==> src/rtl/cs_qual_pkg.sv <==
package cs_qual_pkg;
  typedef enum logic [1:0] {
    SEL_MASK = 2'd0,
    SEL_POL  = 2'd1,
    SEL_CTRL = 2'd2,
    SEL_NONE = 2'd3
  } wr_sel_e;

  localparam int CTRL_SRC  = 0;
  localparam int CTRL_TERM = 1;
  localparam int CTRL_RMOD = 2;
  localparam int CTRL_POR  = 3;
  localparam int CTRL_W    = 8;
endpackage

==> src/rtl/cs_regs.sv <==
module cs_regs
  import cs_qual_pkg::*;
#(
  parameter int NUM_CH = 8,
  parameter int DATA_W = 8
) (
  input  logic              clk_i,
  input  logic              rst_ni,
  input  logic              wr_en_i,
  input  logic [1:0]        wr_sel_i,
  input  logic [DATA_W-1:0] wr_data_i,
  output logic [NUM_CH-1:0] mask_o,
  output logic [NUM_CH-1:0] pol_o,
  output logic              src_act_o,
  output logic              term_and_o,
  output logic              rst_mode_o,
  output logic              por_o
);
  wr_sel_e sel;
  assign sel = wr_sel_e'(wr_sel_i);

  always_ff @(posedge clk_i or negedge rst_ni) begin
    if (!rst_ni) begin
      mask_o     <= '0;
      pol_o      <= '0;
      src_act_o  <= 1'b0;
      term_and_o <= 1'b0;
      rst_mode_o <= 1'b0;
      por_o      <= 1'b1;
    end else if (wr_en_i) begin
      case (sel)
        SEL_MASK: mask_o <= wr_data_i[NUM_CH-1:0];
        SEL_POL:  pol_o  <= wr_data_i[NUM_CH-1:0];
        SEL_CTRL: begin
          src_act_o  <= wr_data_i[CTRL_SRC];
          term_and_o <= wr_data_i[CTRL_TERM];
          rst_mode_o <= wr_data_i[CTRL_RMOD];
          // latch may only be cleared by software
          por_o      <= por_o & wr_data_i[CTRL_POR];
        end
        default: ;
      endcase
    end
  end
endmodule

==> src/rtl/cs_match.sv <==
module cs_match #(
  parameter int NUM_CH = 8
) (
  input  logic [NUM_CH-1:0] pin_i,
  input  logic [NUM_CH-1:0] act_i,
  input  logic [NUM_CH-1:0] mask_i,
  input  logic [NUM_CH-1:0] pol_i,
  input  logic              src_act_i,
  output logic [NUM_CH-1:0] hit_vec_o,
  output logic [NUM_CH-1:0] miss_vec_o
);
  for (genvar i = 0; i < NUM_CH; i++) begin : g_ch
    logic data_bit;
    assign data_bit      = src_act_i ? act_i[i] : pin_i[i];
    assign hit_vec_o[i]  = mask_i[i] & (data_bit == pol_i[i]);
    assign miss_vec_o[i] = mask_i[i] & (data_bit != pol_i[i]);
  end
endmodule

==> src/rtl/cs_combine.sv <==
module cs_combine #(
  parameter int NUM_CH = 8
) (
  input  logic [NUM_CH-1:0] hit_vec_i,
  input  logic [NUM_CH-1:0] miss_vec_i,
  input  logic [NUM_CH-1:0] mask_i,
  input  logic              term_and_i,
  input  logic              por_i,
  output logic              hit_o
);
  logic any_hit, all_hit;
  assign any_hit = |hit_vec_i;
  // empty mask must not qualify in AND term
  assign all_hit = (|mask_i) & ~(|miss_vec_i);
  assign hit_o   = por_i | (term_and_i ? all_hit : any_hit);
endmodule

==> src/rtl/cond_search_qual.sv <==
module cond_search_qual
  import cs_qual_pkg::*;
#(
  parameter int NUM_CH = 8,
  parameter int DATA_W = 8
) (
  input  logic              clk_i,
  input  logic              rst_ni,
  input  logic              wr_en_i,
  input  logic [1:0]        wr_sel_i,
  input  logic [DATA_W-1:0] wr_data_i,
  input  logic [NUM_CH-1:0] pin_i,
  input  logic [NUM_CH-1:0] act_i,
  input  logic              supply_ok_i,
  output logic [NUM_CH-1:0] mask_o,
  output logic [NUM_CH-1:0] pol_o,
  output logic [CTRL_W-1:0] ctrl_o,
  output logic              rst_mode_o,
  output logic              hit_o
);
  logic              src_act, term_and, por;
  logic [NUM_CH-1:0] hit_vec, miss_vec;

  cs_regs #(.NUM_CH(NUM_CH), .DATA_W(DATA_W)) u_regs (
    .clk_i      (clk_i),
    .rst_ni     (rst_ni),
    .wr_en_i    (wr_en_i),
    .wr_sel_i   (wr_sel_i),
    .wr_data_i  (wr_data_i),
    .mask_o     (mask_o),
    .pol_o      (pol_o),
    .src_act_o  (src_act),
    .term_and_o (term_and),
    .rst_mode_o (rst_mode_o),
    .por_o      (por)
  );

  cs_match #(.NUM_CH(NUM_CH)) u_match (
    .pin_i      (pin_i),
    .act_i      (act_i),
    .mask_i     (mask_o),
    .pol_i      (pol_o),
    .src_act_i  (src_act),
    .hit_vec_o  (hit_vec),
    .miss_vec_o (miss_vec)
  );

  cs_combine #(.NUM_CH(NUM_CH)) u_comb (
    .hit_vec_i  (hit_vec),
    .miss_vec_i (miss_vec),
    .mask_i     (mask_o),
    .term_and_i (term_and),
    .por_i      (por),
    .hit_o      (hit_o)
  );

  assign ctrl_o = {supply_ok_i, 3'b000, por, rst_mode_o, term_and, src_act};
endmodule

==> config.mk <==
export PLATFORM = sky130hd
export DESIGN_NAME = cond_search_qual
export DESIGN_NICKNAME = d
export VERILOG_FILES = /design/src/rtl/cs_qual_pkg.sv /design/src/rtl/cs_regs.sv /design/src/rtl/cs_match.sv /design/src/rtl/cs_combine.sv /design/src/rtl/cond_search_qual.sv
export SDC_FILE = /design/constraint.sdc
export NUM_CORES = 1
export LEC_CHECK = 0
export BUFFER_PORTS_ARGS = -buffer_cell sky130_fd_sc_hd__buf_2
export CORE_ASPECT_RATIO = 0.6
export CORE_UTILIZATION = 50
export DETAILED_ROUTE_END_ITERATION = 12
export GPL_ROUTABILITY_DRIVEN = 0
export PLACE_DENSITY_LB_ADDON = 0.15
export SETUP_SLACK_MARGIN = 0.4
export SLEW_MARGIN = 10
export SYNTH_ARGS = -nofsm -noshare
export SYNTH_HDL_FRONTEND = slang
export SYNTH_HIERARCHICAL = 1
export SYNTH_SLANG_ARGS = --single-unit
export TNS_END_PERCENT = 1
==> constraint.sdc <==
create_clock -name clk_i -period 4.1 [get_ports clk_i]
set_input_delay 0.82 -clock clk_i [delete_from_list [all_inputs] [get_ports clk_i]]
set_output_delay 0.82 -clock clk_i [all_outputs]
set_load 0.02 [all_outputs]
---- Word level (Yosys, flattened, before mapping) ----
Cells that the tools add are included.
word-level totals
  register bits after elaboration ......... 20
  input port bits ......................... 30
  output and inout bits ................... 26
operators by class
  equal/unequal tests ..................... 18
  multiplexer cells ....................... 9
  bitwise logic cells ..................... 20
  reductions and logical operators ........ 7
operators by type and width
  kind                                                             count
  8-bit OR reduction                                               3
  1-bit AND                                                        18
  1-bit two-way mux                                                9
  1-bit == test                                                    8
  1-bit inequality test                                            8
  2-bit AND reduction                                              3
  2-bit by 1-bit == test with 1-bit output, second input constant  1
  2-bit == test, second input constant                             1
  2-bit logical NOT                                                1
  1-bit inverter                                                   1
  1-bit bitwise OR                                                 1

---- Longest topological paths before layout ----
  depth in word-level cells ............... 8
  gate-level depth with buffers ........... 7
  mapped depth without buffers ............ 6

---- Hierarchy ----
The synthesis kept the hierarchy.
by module, submodules not included
  module            instances  cells an instance  area an instance (µm²)  seq. area each (µm²)
  cs_regs           1          43                 760.7                   501.7
  cs_match          1          41                 361.6                   0.0
  cs_combine        1          10                 73.8                    0.0
  cond_search_qual  1          9                  63.8                    0.0

---- Worst setup path before layout ----
OpenSTA, ideal clock, no wires.
  kind .................................... input to output
  start ................................... input act_i[1]
  end ..................................... output hit_o
  data arrival time ....................... 1.903 ns
  data required time ...................... 3.280 ns
  setup slack ............................. 1.377 ns
  cell stages on the path ................. 5
  path through ............................ mux2i_2 mux2i_1 nor4_2 a21oi_1 or3_1
on the way
  elaborated cells on any way between the ends .. 11
  those cells by class .................... eq/ne (2); mux (2); bitwise (5); reduce/logical (2)
RTL lines
  what                RTL line                source
  start: declaration  cond_search_qual.sv:13  input logic [NUM_CH-1:0] act_i,
  1-bit two-way mux   cs_match.sv:14          assign data_bit = src_act_i ? act_i[i] : pin_i[i];
  1-bit == test       cs_match.sv:15          assign hit_vec_o[i] = mask_i[i] & (data_bit == pol_i[i]);
  1-bit AND           cs_match.sv:15
  net hit_vec[1]      cond_search_qual.sv:22  logic [NUM_CH-1:0] hit_vec, miss_vec;
  8-bit OR reduction  cs_combine.sv:12        assign any_hit = |hit_vec_i;
  1-bit two-way mux   cs_combine.sv:15        assign hit_o = por_i | (term_and_i ? all_hit : any_hit);
  1-bit bitwise OR    cs_combine.sv:15
  end: declaration    cond_search_qual.sv:19  output logic hit_o
The timed path passes the listed nets, and every way through them passes these cells.

---- Final worst setup path ----
  start ................................... register u_regs.src_act_o
  end ..................................... output hit_o
on the way
  elaborated cells on any way between the ends .. 46
  those cells by class .................... eq/ne (16); mux (9); bitwise (19); reduce/logical (2)
RTL lines
  what                      RTL line                source
  start: declaration        cs_regs.sv:14           output logic src_act_o,
  start signal: assignment  cs_regs.sv:35           src_act_o <= wr_data_i[CTRL_SRC];
  1-bit two-way mux         cs_match.sv:14
  1-bit == test             cs_match.sv:15
  1-bit AND                 cs_match.sv:15
  net hit_vec[1]            cond_search_qual.sv:22
  8-bit OR reduction        cs_combine.sv:12
  1-bit two-way mux         cs_combine.sv:15
  1-bit bitwise OR          cs_combine.sv:15
The timed path passes the listed nets, and every way through them passes these cells.

==> impl_metrics.tcl <==
set metrics [dict create \
    wl_um 2650 \
    outcome "completed" \
    first_global_vias 803 \
    finish.net_count 181 \
    max_freq_mhz 307 \
    grt_max_degree 21 \
    ant_nets 0 \
    synth.yosys.warnings 6 \
    viasPerCell 5.30 \
    min_period_ns 3.26 \
    leakage_nw 0.749 \
    synthDistinctLibCells 20 \
    setup_viol 0 \
    maxSlewViolCount 0 \
    postCtsSetupBuffers 0 \
    power_density_nw_per_um2 457 \
    cts_num_sinks 20 \
    diodes 0 \
    core_area_um2 2280 \
    drv_cap 0 \
    rows 13 \
    final_cell_mix "50 x buf_2, 19 x mux2_2, 19 x dfrtp_1, 16 x mux2i_1" \
    insertion_delay_ns 0.25 \
    tns_ns 0 \
    final_common_cell "buf_2" \
    hold_violations 0 \
    grt_usage_pct 21.1 \
    synth_area_per_cell_um2 12.2 \
    area_delta_synth_final_pct 22.1 \
    ir_drop_v 0.000299 \
    crit_type "flop to primary output" \
    num_vias 954 \
    final.setup_skew_ns 0 \
    antenna_found_initial 0 \
    slowest_delay_ns 0.75 \
    initial_core_util_pct 55.3 \
    ys_ff_latch 20 \
    cts_buffers 3 \
    drive_above_1_share_pct 57.3 \
    cts_max_path_buffers 2 \
    cp_cell_sequence "mux2i_2 > mux2i_1 > nor4_2 > a21oi_1 > or3_1 > buf_2" \
    maxSlewHeadroom_pct 57.4 \
    drt-initial-drc-count 33 \
    cts_resized 0 \
    worst-path-max-fanout 10 \
    firstDrtPassIters 4 \
    cts_tree "built" \
    tightest_slew_ns 0.638 \
    drcViolationCount 0 \
    grt_pass1_wl_um 3960 \
    critPathCaptureType "primary output" \
    num_io_pins 56 \
    synth-edff-count 0 \
    holdBufCountCts 0 \
    grt_overflow_total 0 \
    path_buf_inv 1 \
    worst_slack_ns 0.840 \
    port-buffer-count 50 \
    async_reset_ff_share_pct 100 \
    dp_worst_setup_slack_ns 1.09 \
    wl_per_cell_um 14.7 \
    path_delay_family "flip-flops" \
    slowest_stage "dfrtp_1" \
    rsz0062_at_grt "no" \
    syn_area_um2 1260 \
    die_y_um 40.9 \
    worst_setup_path_start_kind "flop" \
    synth_cells 103 \
    die_w_um 66.8 \
    hold_class "flop to flop" \
    clockRootBuffer "clkbuf_8" \
    seqCellArea_um2 502 \
    ys_seq_area_share_pct 39.8 \
    worstPathArrival_ns 2.44 \
    timing.final.crit_share_pct 79.5 \
    nFillCells 176 \
    synth_flop_cell "dfrtp_1" \
    clk_pin_slew_ns 0.07 \
    htree_levels 1 \
    multi_input_area_um2 694 \
    dieArea_um2 2730 \
    post-dp-hpwl_um 2100 \
    crit_required_ns 3.28 \
]
-- kinds of logic (layout without fill, tap and decap cells) --
family	count (synthesis)	count (layout)	synth area share (%)
muxes	43	43	38.4
and+or+nand+nor	27	27	14.4
DFF	20	20	39.8
buffers and inverters	9	54	5.66
AOI/OAI and AO/OA	3	3	1.39
other	1	3	0.298
-- power by group --
group	internal, mW	switching, mW
combinational	0.128	0.143
clock	0.0854	0.0632
sequential	0.233	0.0499
total	0.446	0.256
-- final timing paths --
path / slack [ns] / to / startpoint / cells after the start
setup reg to reg: 3.00 / u_regs/src_act_o$_DFFE_PN0P_ / u_regs/src_act_o$_DFFE_PN0P_ / 1
max in group asynchronous: 3.26 / u_regs/por_o$_DFFE_PN1P_ / rst_ni / 1
setup / recovery: 0.84 / hit_o / u_regs/src_act_o$_DFFE_PN0P_ / 6
hold / removal: 0.47 / u_regs/por_o$_DFFE_PN1P_ / u_regs/por_o$_DFFE_PN1P_ / 1
hold reg to reg: 0.47 / u_regs/por_o$_DFFE_PN1P_ / u_regs/por_o$_DFFE_PN1P_ / 1
min in group asynchronous: 0.50 / u_regs/mask_o[3]$_DFFE_PN0P_ / rst_ni / 1
-- metal layers --
metal	track usage, %	part of all wire (%)	routed length (um)	vias to the layer above
met4	4.79	0.49	13	0
li1	-	-	-	461
met5	0	0	0	-
met2	33.6	44	1170	39
met3	6.11	6.4	170	2
met1	28.8	49	1300	452
-- stage by stage --
stage	cell area (um2)	hold WS [ns]	util (%)	power [mW]	cells
after floorplan	1270	0.446	-	0.479	105
after global placement	1480	0.460	65.2	0.546	176
after global routing	1540	0.492	67.6	0.744	180
final	1540	0.473	67.6	0.703	180
after detailed placement	1480	0.464	65.2	0.557	176
after CTS	1540	0.475	67.6	0.707	180
-- flip-flops by register name, indices dropped and copies added, names as in the netlist --
name and cells:
u_regs/term_and_o 1, u_regs/por_o 1, u_regs/src_act_o 1, u_regs/rst_mode_o 1, u_regs/mask_o 8, u_regs/pol_o 8
-- Yosys cell counts (2+ instances only) --
cell | instances | area [um2]
mux2_2 | 19 | 214
dfrtp_1 | 19 | 475
nor4_2 | 2 | 25.0
nand2b_1 | 8 | 50.1
mux2i_1 | 16 | 160
mux2i_2 | 8 | 110
a21oi_1 | 2 | 10.0
buf_4 | 8 | 60.1
nor4_1 | 3 | 18.8
nand2_1 | 8 | 30.0
-- cell type report --
type / instances / share of cell area [%]
multi-input cells: 76 / 45.1
flip-flops and latches: 20 / 32.6
repair buffers: 50 / 16.3
clock buffers: 4 / 3.58
well taps: 30 / 2.44
Power figures use the tool's default switching activity.
